## src/rtl/twsr_pkg.sv

```systemverilog
// Shared types and command codes for the two-wire slave.
// Assumes byte-wide commands; register lengths are at most two bytes.
package twsr_pkg;
    localparam int ADR_BITS = 3;
    localparam logic [7:0] CMD_OFS = 8'h0E;
    localparam logic [7:0] CMD_LVL = 8'h08;
    localparam logic [7:0] CMD_ADR = 8'h0D;

    typedef enum logic [2:0] {
        ST_IDLE, ST_RX, ST_ACKW, ST_ACKH, ST_TX, ST_TACK, ST_TACKF
    } link_st_t;

    typedef enum logic [1:0] {PH_ADDR, PH_CMD, PH_DATA} phase_t;

    // Number of data bytes a command owns; 0 for unknown commands.
    function automatic logic [1:0] reg_len(input logic [7:0] c);
        case (c)
            CMD_OFS: reg_len = 2'd1;
            CMD_LVL: reg_len = 2'd2;
            CMD_ADR: reg_len = 2'd1;
            default: reg_len = 2'd0;
        endcase
    endfunction
endpackage

```

## src/rtl/twsr_busin.sv

```systemverilog
// Synchronizes SCL and SDA into clk and derives edge and START/STOP events.
// Assumes clk is at least 16 times the SCL rate; idle bus level is high.
module twsr_busin (
    input  logic clk,
    input  logic rst_n,
    input  logic scl_in,
    input  logic sda_in,
    output logic scl_lvl,
    output logic sda_lvl,
    output logic scl_rise,
    output logic scl_fall,
    output logic start_det,
    output logic stop_det
);
    localparam int LINES = 2;
    logic [LINES-1:0] raw, meta, sync, prev;

    assign raw = {sda_in, scl_in};

    for (genvar g = 0; g < LINES; g++) begin : g_line
        // Two-flop synchronizer plus one history flop per line.
        always_ff @(posedge clk) begin
            if (!rst_n) begin
                meta[g] <= 1'b1;
                sync[g] <= 1'b1;
                prev[g] <= 1'b1;
            end else begin
                meta[g] <= raw[g];
                sync[g] <= meta[g];
                prev[g] <= sync[g];
            end
        end
    end

    assign scl_lvl   = sync[0];
    assign sda_lvl   = sync[1];
    assign scl_rise  = sync[0] & ~prev[0];
    assign scl_fall  = ~sync[0] & prev[0];
    assign start_det = sync[0] & prev[0] & prev[1] & ~sync[1];
    assign stop_det  = sync[0] & prev[0] & ~prev[1] & sync[1];
endmodule

```

## src/rtl/twsr_link.sv

```systemverilog
// Bus protocol sequencer: address match, command capture, write data, read data,
// ACK/NACK and commit on STOP. Assumes bus events from twsr_busin.
module twsr_link #(
    parameter logic [3:0] DEV_ID = 4'b1011
) (
    input  logic                          clk,
    input  logic                          rst_n,
    input  logic                          scl_lvl,
    input  logic                          sda_lvl,
    input  logic                          scl_rise,
    input  logic                          scl_fall,
    input  logic                          start_det,
    input  logic                          stop_det,
    input  logic [twsr_pkg::ADR_BITS-1:0] dev_addr,
    input  logic                          nv_busy,
    input  logic [7:0]                    rd_byte,
    output logic                          sda_pull,
    output logic                          wr_en,
    output logic [1:0]                    wr_idx,
    output logic [7:0]                    wr_data,
    output logic [7:0]                    cmd_q,
    output logic [1:0]                    idx_q,
    output logic                          commit
);
    import twsr_pkg::*;

    link_st_t   st;
    phase_t     phase;
    logic [2:0] bitcnt;
    logic [7:0] sh;
    logic       ackgo, rw_q, done_q, pull_q;
    logic [7:0] nb;
    logic [1:0] idx_inc;

    assign nb       = {sh[6:0], sda_lvl};
    assign idx_inc  = (idx_q == 2'd3) ? idx_q : idx_q + 2'd1;
    assign sda_pull = pull_q;

    // Main sequencer: START/STOP take priority over per-bit progress.
    always_ff @(posedge clk) begin
        if (!rst_n) begin
            st <= ST_IDLE; phase <= PH_ADDR; bitcnt <= '0; sh <= '0;
            ackgo <= 1'b0; rw_q <= 1'b0; done_q <= 1'b0; pull_q <= 1'b0;
            wr_en <= 1'b0; wr_idx <= '0; wr_data <= '0; cmd_q <= '0;
            idx_q <= '0; commit <= 1'b0;
        end else begin
            wr_en  <= 1'b0;
            commit <= 1'b0;
            if (start_det) begin
                st <= ST_RX; phase <= PH_ADDR; bitcnt <= '0;
                pull_q <= 1'b0; done_q <= 1'b0;
            end else if (stop_det) begin
                st <= ST_IDLE; pull_q <= 1'b0; done_q <= 1'b0;
                commit <= done_q;
            end else begin
                case (st)
                    ST_RX: if (scl_rise) begin
                        sh <= nb;
                        bitcnt <= bitcnt + 3'd1;
                        if (bitcnt == 3'd7) begin
                            st <= ST_ACKW;
                            case (phase)
                                PH_ADDR: begin
                                    ackgo <= (nb[7:4] == DEV_ID) && (nb[3:1] == dev_addr) && !nv_busy;
                                    rw_q  <= nb[0];
                                    idx_q <= '0;
                                end
                                PH_CMD: begin
                                    ackgo <= !nv_busy;
                                    if (!nv_busy) begin
                                        cmd_q <= nb;
                                        idx_q <= '0;
                                    end
                                end
                                default: begin
                                    ackgo <= !nv_busy;
                                    if (!nv_busy) begin
                                        wr_en   <= 1'b1;
                                        wr_data <= nb;
                                        wr_idx  <= idx_q;
                                        idx_q   <= idx_inc;
                                        if (reg_len(cmd_q) != 2'd0 && idx_q + 2'd1 == reg_len(cmd_q))
                                            done_q <= 1'b1;
                                    end
                                end
                            endcase
                        end
                    end
                    ST_ACKW: if (scl_fall) begin
                        pull_q <= ackgo;
                        st <= ST_ACKH;
                    end
                    ST_ACKH: if (scl_fall) begin
                        pull_q <= 1'b0;
                        if (!ackgo) begin
                            st <= ST_IDLE;
                        end else if (phase == PH_ADDR && rw_q) begin
                            sh <= rd_byte; pull_q <= ~rd_byte[7];
                            bitcnt <= '0; st <= ST_TX;
                        end else begin
                            st <= ST_RX;
                            phase <= (phase == PH_ADDR) ? PH_CMD : PH_DATA;
                        end
                    end
                    ST_TX: if (scl_fall) begin
                        if (bitcnt == 3'd7) begin
                            pull_q <= 1'b0; bitcnt <= '0; st <= ST_TACK;
                        end else begin
                            sh <= {sh[6:0], 1'b0};
                            pull_q <= ~sh[6];
                            bitcnt <= bitcnt + 3'd1;
                        end
                    end
                    ST_TACK: if (scl_rise) begin
                        if (!sda_lvl) begin
                            idx_q <= idx_inc; st <= ST_TACKF;
                        end else begin
                            st <= ST_IDLE;
                        end
                    end
                    ST_TACKF: if (scl_fall) begin
                        sh <= rd_byte; pull_q <= ~rd_byte[7];
                        bitcnt <= '0; st <= ST_TX;
                    end
                    default: ;
                endcase
            end
        end
    end

    // SDA changes only in a cycle where the synchronized SCL was low.
    a_r3_sda_moves_scl_low: assert property (@(posedge clk) disable iff (!rst_n)
        (!$stable(pull_q) && !$past(start_det) && !$past(stop_det)) |-> !$past(scl_lvl));
    // an address ACK only follows a matching address byte.
    a_r2_ack_only_on_match: assert property (@(posedge clk) disable iff (!rst_n)
        (st == ST_ACKH && pull_q && phase == PH_ADDR) |-> (sh[7:4] == DEV_ID && sh[3:1] == dev_addr));
    // no ACK is started while the nonvolatile write is busy.
    a_r7_busy_nack: assert property (@(posedge clk) disable iff (!rst_n)
        (st == ST_ACKH && $rose(pull_q)) |-> !$past(nv_busy));
    // SDA is released while the master acknowledges a sent byte.
    a_r6_release_in_master_ack: assert property (@(posedge clk) disable iff (!rst_n)
        (st == ST_TACK) |-> !pull_q);
endmodule

```

## src/rtl/twsr_regfile.sv

```systemverilog
// Command-addressed register file with a staged two-byte level register.
// Assumes one write strobe per received data byte; reads are combinational.
module twsr_regfile (
    input  logic                          clk,
    input  logic                          rst_n,
    input  logic                          wr_en,
    input  logic [1:0]                    wr_idx,
    input  logic [7:0]                    wr_data,
    input  logic [7:0]                    cmd,
    input  logic [1:0]                    rd_idx,
    output logic [7:0]                    ofs_q,
    output logic [15:0]                   lvl_q,
    output logic [twsr_pkg::ADR_BITS-1:0] adr_q,
    output logic [7:0]                    rd_byte
);
    import twsr_pkg::*;
    logic [7:0] stage_q;

    // Register writes; the level register commits both bytes at its LSB.
    always_ff @(posedge clk) begin
        if (!rst_n) begin
            ofs_q <= '0; lvl_q <= '0; adr_q <= '0; stage_q <= '0;
        end else if (wr_en) begin
            case (cmd)
                CMD_OFS: if (wr_idx == 2'd0) ofs_q <= wr_data;
                CMD_ADR: if (wr_idx == 2'd0) adr_q <= wr_data[ADR_BITS-1:0];
                CMD_LVL: begin
                    if (wr_idx == 2'd0) stage_q <= wr_data;
                    else if (wr_idx == 2'd1) lvl_q <= {stage_q, wr_data};
                end
                default: ;
            endcase
        end
    end

    // Read byte selection; anything outside a register reads as FFh.
    always_comb begin
        rd_byte = 8'hFF;
        case (cmd)
            CMD_OFS: if (rd_idx == 2'd0) rd_byte = ofs_q;
            CMD_ADR: if (rd_idx == 2'd0) rd_byte = {{(8-ADR_BITS){1'b0}}, adr_q};
            CMD_LVL: begin
                if (rd_idx == 2'd0) rd_byte = lvl_q[15:8];
                else if (rd_idx == 2'd1) rd_byte = lvl_q[7:0];
            end
            default: ;
        endcase
    end

    // the level register changes only on a write of its second byte.
    a_r5_level_atomic: assert property (@(posedge clk) disable iff (!rst_n)
        !$stable(lvl_q) |-> $past(wr_en && cmd == CMD_LVL && wr_idx == 2'd1));
    // the offset register ignores writes aimed at other commands.
    a_r8_offset_guarded: assert property (@(posedge clk) disable iff (!rst_n)
        !$stable(ofs_q) |-> $past(wr_en && cmd == CMD_OFS));
endmodule

```

## src/rtl/twsr_nvwait.sv

```systemverilog
// Model of the nonvolatile write: busy for NV_CYCLES cycles after a commit.
// Assumes commit never arrives while busy (the link NACKs during busy).
module twsr_nvwait #(
    parameter int NV_CYCLES = 5000
) (
    input  logic clk,
    input  logic rst_n,
    input  logic commit,
    output logic busy
);
    localparam int CNT_W = $clog2(NV_CYCLES + 1);
    logic [CNT_W-1:0] cnt;

    // Load on commit, count down to zero otherwise.
    always_ff @(posedge clk) begin
        if (!rst_n)          cnt <= '0;
        else if (commit)     cnt <= CNT_W'(NV_CYCLES);
        else if (cnt != '0)  cnt <= cnt - 1'b1;
    end

    assign busy = (cnt != '0);

    // a commit always starts a busy period.
    a_r7_commit_sets_busy: assert property (@(posedge clk) disable iff (!rst_n)
        commit |=> busy);
    // commits only arrive while idle.
    a_r7_commit_when_idle: assert property (@(posedge clk) disable iff (!rst_n)
        commit |-> !busy);
endmodule

```

## src/rtl/twsr_slave.sv

```systemverilog
// Top of the two-wire slave: line conditioning, protocol link, register file
// and nonvolatile-write model. Assumes open-drain bus resolved outside.
module twsr_slave #(
    parameter logic [3:0] DEV_ID    = 4'b1011,
    parameter int         NV_CYCLES = 5000
) (
    input  logic        clk,
    input  logic        rst_n,
    input  logic        scl_in,
    input  logic        sda_in,
    output logic        sda_pull,
    output logic [7:0]  offset_val,
    output logic [15:0] level_val,
    output logic        nv_busy
);
    import twsr_pkg::*;

    logic scl_lvl, sda_lvl, scl_rise, scl_fall, start_det, stop_det;
    logic wr_en, commit;
    logic [1:0] wr_idx, idx_q;
    logic [7:0] wr_data, cmd_q, rd_byte;
    logic [ADR_BITS-1:0] adr_q;

    twsr_busin u_busin (
        .clk(clk), .rst_n(rst_n), .scl_in(scl_in), .sda_in(sda_in),
        .scl_lvl(scl_lvl), .sda_lvl(sda_lvl), .scl_rise(scl_rise),
        .scl_fall(scl_fall), .start_det(start_det), .stop_det(stop_det)
    );

    twsr_link #(.DEV_ID(DEV_ID)) u_link (
        .clk(clk), .rst_n(rst_n), .scl_lvl(scl_lvl), .sda_lvl(sda_lvl),
        .scl_rise(scl_rise), .scl_fall(scl_fall), .start_det(start_det),
        .stop_det(stop_det), .dev_addr(adr_q), .nv_busy(nv_busy),
        .rd_byte(rd_byte), .sda_pull(sda_pull), .wr_en(wr_en),
        .wr_idx(wr_idx), .wr_data(wr_data), .cmd_q(cmd_q), .idx_q(idx_q),
        .commit(commit)
    );

    twsr_regfile u_regs (
        .clk(clk), .rst_n(rst_n), .wr_en(wr_en), .wr_idx(wr_idx),
        .wr_data(wr_data), .cmd(cmd_q), .rd_idx(idx_q), .ofs_q(offset_val),
        .lvl_q(level_val), .adr_q(adr_q), .rd_byte(rd_byte)
    );

    twsr_nvwait #(.NV_CYCLES(NV_CYCLES)) u_nv (
        .clk(clk), .rst_n(rst_n), .commit(commit), .busy(nv_busy)
    );
endmodule

```

## config.mk

```make
export PLATFORM = sky130hd
export DESIGN_NAME = twsr_slave
export DESIGN_NICKNAME = d
export VERILOG_FILES = /design/src/rtl/twsr_pkg.sv /design/src/rtl/twsr_busin.sv /design/src/rtl/twsr_link.sv /design/src/rtl/twsr_regfile.sv /design/src/rtl/twsr_nvwait.sv /design/src/rtl/twsr_slave.sv
export SDC_FILE = /design/constraint.sdc
export NUM_CORES = 1
export LEC_CHECK = 0
export ABC_AREA = 1
export BUFFER_PORTS_ARGS = -buffer_cell sky130_fd_sc_hd__clkbuf_2
export CAP_MARGIN = 15
export CORE_ASPECT_RATIO = 0.75
export CORE_MARGIN = 2
export CORE_UTILIZATION = 45
export DETAILED_ROUTE_END_ITERATION = 10
export PLACE_DENSITY = 0.73
export SLEW_MARGIN = 20
export SYNTH_ARGS = -nofsm -noshare
export SYNTH_HDL_FRONTEND = slang
export SYNTH_SLANG_ARGS = --single-unit
export TNS_END_PERCENT = 5
```

## constraint.sdc

```tcl
create_clock -name clk -period 1.5 [get_ports clk]
set_clock_uncertainty 0.05 [all_clocks]
set_input_delay 0.15 -clock clk [delete_from_list [all_inputs] [get_ports clk]]
set_output_delay 0.15 -clock clk [all_outputs]
set_load 0.02 [all_outputs]
```

==> impl_metrics.json <==
{
  "status": "finished, violations left",
  "violations": "negative setup slack",
  "numPortBuffers": 29,
  "drt-initial-drc-count": 433,
  "nets": 837,
  "clock_path_buffers": 2,
  "hold_viol": 0,
  "hold_start": "rst_n",
  "core_um2": 10200,
  "drive_above_1_share_pct": 26.4,
  "crit_type": "reg -> out",
  "timing.rr.end": "u_link.cmd_q[1]$_SDFFE_PN0P_",
  "cts_tree": "built",
  "htreeDepth": 3,
  "grt_pass1_vias": 4518,
  "slew-limit-headroom_pct": 73.7,
  "r2r_start": "u_link.bitcnt[1]$_SDFFE_PP0P_",
  "dr.max_layer_used": "met4",
  "wl_mm": 13.8,
  "dp_hpwl_mm": 10.1,
  "critPathRequiredTime_ps": 1300,
  "grt-ovfl-total": 0,
  "setup_violations": 34,
  "crit_top_cell": "nor2_2",
  "drc": 0,
  "period_minus_slack_ps": 1650,
  "ant_nets": 0,
  "critPathCaptureType": "primary output",
  "cpPeakStageDelay_ps": 330,
  "critPathMaxFanout": 3,
  "grt_pass1_wl_mm": 21.9,
  "hold_path_end": "u_busin.scl_lvl$_SDFF_PN1_",
  "maxCapViolCount": 0,
  "cts.clk_slew.worst_paths_ps": 70,
  "setup_ws_ps": -146,
  "route.met2.wl_mm": 6.11,
  "clkLatencyLatePin_ps": 350,
  "most-common-layout-cells": "137 x nor2_1, 137 x nand2_1, 84 x dfxtp_1",
  "cts_sinks": 95,
  "crit_slowest_cell": "dfxtp_1",
  "fin_crit_sh_pct": 110,
  "worst_pin_slew_ps": 393,
  "die_area_um2": 11300,
  "area_growth_pct": 32.8,
  "ir_drop_mv": 1.17,
  "synth_seq_cells": 95,
  "p_per_area_nw_per_um2": 1520,
  "hold_path_depth": 3,
  "p_leak_nw": 3.04,
  "avgSynthCellArea_um2": 6.57,
  "ys_types": 33,
  "antenna_found_initial": 0,
  "cts_root_buffer": "clkbuf_16",
  "firstDrtPassIters": 5,
  "initial_core_util_pct": 46.0,
  "timing.fmax_mhz": 608,
  "rsz0062_at_grt": "yes",
  "die_x_um": 122,
  "synthCells": 715,
  "final_max_slew_viol_count": 0,
  "yosysWarnings": 0,
  "vias": 5085,
  "worstHoldPathType": "in -> reg",
  "numCtsBuffers": 9,
  "grt_max_degree": 39,
  "io_pins": 30,
  "gp_congestion": 0.932,
  "synth_nets": 725,
  "vias_per_cell": 5.25,
  "rows": 32,
  "synth-seq-area-share_pct": 40.5,
  "grt_use_total_pct": 24.7,
  "wl_per_cell_um": 14.3,
  "netlist_area_um2": 4700,
  "r2r_slack_ps": -130,
  "routed-wl-met3_mm": 1.00,
  "dpl.cell_count": 946,
  "r2r_cells": 10,
  "path_cells": "nor2_2 -> nand2_2 -> nor2_2 -> nand2_4 -> buf_6 -> clkbuf_4",
  "die_y_um": 92.5,
  "final_cells": 968,
  "start_kind": "flop",
  "wl_met1_mm": 6.47,
  "final_util_pct": 61.1,
  "n_antenna_cell": 0,
  "cp.arrival_ps": 1450
}
-- routing by layer --
layer	vias up	global-route usage [%]
met1	2357	34.7
met5	-	0
met2	178	37.2
li1	2526	-
met4	0	6.51
met3	24	6.96
-- flip-flops by register name (all words and copies together) (netlist names), 2 cells and up --
register        count
u_nv.cnt           13
u_link.idx_q        2
u_link.sh           7
u_regs.adr_q        3
u_link.st           3
u_busin.prev        2
u_busin.meta        2
u_regs.stage_q      8
u_link.cmd_q        8
u_link.bitcnt       3
u_regs.lvl_q       16
u_link.phase        2
u_link.wr_idx       2
u_regs.ofs_q        8
u_link.wr_data      8
-- worst max-delay path by stage --
stage,startpoint,to,slack [ps],cells past startpoint
CTS,u_link.bitcnt[1]$_SDFFE_PP0P_,u_link.cmd_q[0]$_SDFFE_PN0P_,-140,10
finish,u_nv.cnt[4]$_SDFFE_PP0P_,nv_busy,-150,6
floorplan,u_link.bitcnt[1]$_SDFFE_PP0P_,u_link.cmd_q[0]$_SDFFE_PN0P_,-4,10
global placement,u_link.cmd_q[3]$_SDFFE_PN0P_,u_link.sh[6]$_SDFFE_PN0P_,-170,7
global route,u_link.bitcnt[0]$_SDFFE_PP0P_,u_link.cmd_q[0]$_SDFFE_PN0P_,-230,10
detailed placement,u_link.cmd_q[3]$_SDFFE_PN0P_,u_link.sh[6]$_SDFFE_PN0P_,-240,7
-- where the power goes --
part / internal [mW] / leakage [nW] / switching [mW] / total [mW]
clock network: 1.18 / 0.144 / 1.11 / 2.29
registers: 2.84 / 0.773 / 0.276 / 3.12
logic: 1.75 / 2.12 / 2.32 / 4.07
-- Yosys cell counts, drive strengths merged --
| master | instances | area (um^2) |
|---|---|---|
| nand3 | 56 | 293 |
| buf | 12 | 71.3 |
| xor2 | 3 | 26.3 |
| inv | 81 | 304 |
| o22ai | 3 | 18.8 |
| o211ai | 1 | 7.51 |
| clkbuf | 9 | 33.8 |
| o21ai | 69 | 345 |
| ha | 6 | 75.1 |
| or2 | 4 | 25.0 |
| clkinv | 1 | 3.75 |
| a31oi | 1 | 6.26 |
| a211oi | 2 | 15.0 |
| dfxtp | 95 | 1900 |
| nand2 | 152 | 586 |
| nor3 | 13 | 65.1 |
| a21oi | 40 | 200 |
| a311oi | 1 | 8.76 |
| nor2 | 153 | 623 |
| nand4 | 12 | 81.3 |
| a21boi | 1 | 7.51 |
-- area by class of cell --
class,count,area [um^2]
sequential,95,1920
fill,881,3970
tap,136,170
inverter,82,317
multi-input combinational,517,2610
clock inverter,7,77.6
clock buffer,9,225
timing repair buffer,122,920
-- what timing repair did --
| action | in CTS | in global routing |
|---|---|---|
| resized for setup | 56 | 37 |
| setup endpoints to repair | 46 | 84 |
| setup buffers | 4 | 0 |
| hold buffers | 2 | 0 |
| pin swaps | 9 | 5 |
| endpoints found under the hold margin | 2 | 0 |
-- logic make-up after synthesis --
family          count (synthesis)  share of synthesized area [%]
flops                          95                           40.5
compound gates                118                           13.0
fa+ha+maj                       6                           1.60
simple gates                  390                           35.6
buf+inv                       103                           8.79
xor+xnor                        3                          0.559
-- metrics by stage --
stage / setup WS [ps] / hold WS [ps] / setup TNS (ps) / instance area (um^2) / total power [mW]
6_report: -146 / 165 / -2130 / 6240 / 9.48
5_1_grt: -230 / 196 / -5670 / 6240 / 10.0
4_1_cts: -138 / 168 / -1660 / 6150 / 9.31
3_5_place_dp: -243 / 295 / -3740 / 5650 / 6.61
3_3_place_gp: -169 / 287 / -2190 / 5650 / 6.51
2_1_floorplan: -4.18 / 207 / -4.18 / 4750 / 5.30
-- critical path, delay by kind of cell, from the launching register on --
kind	cells	cell delay, ps
buf+inv	2	300
flops	1	330
simple gates	4	470
No activity file was read; power rests on OpenSTA's default activity.
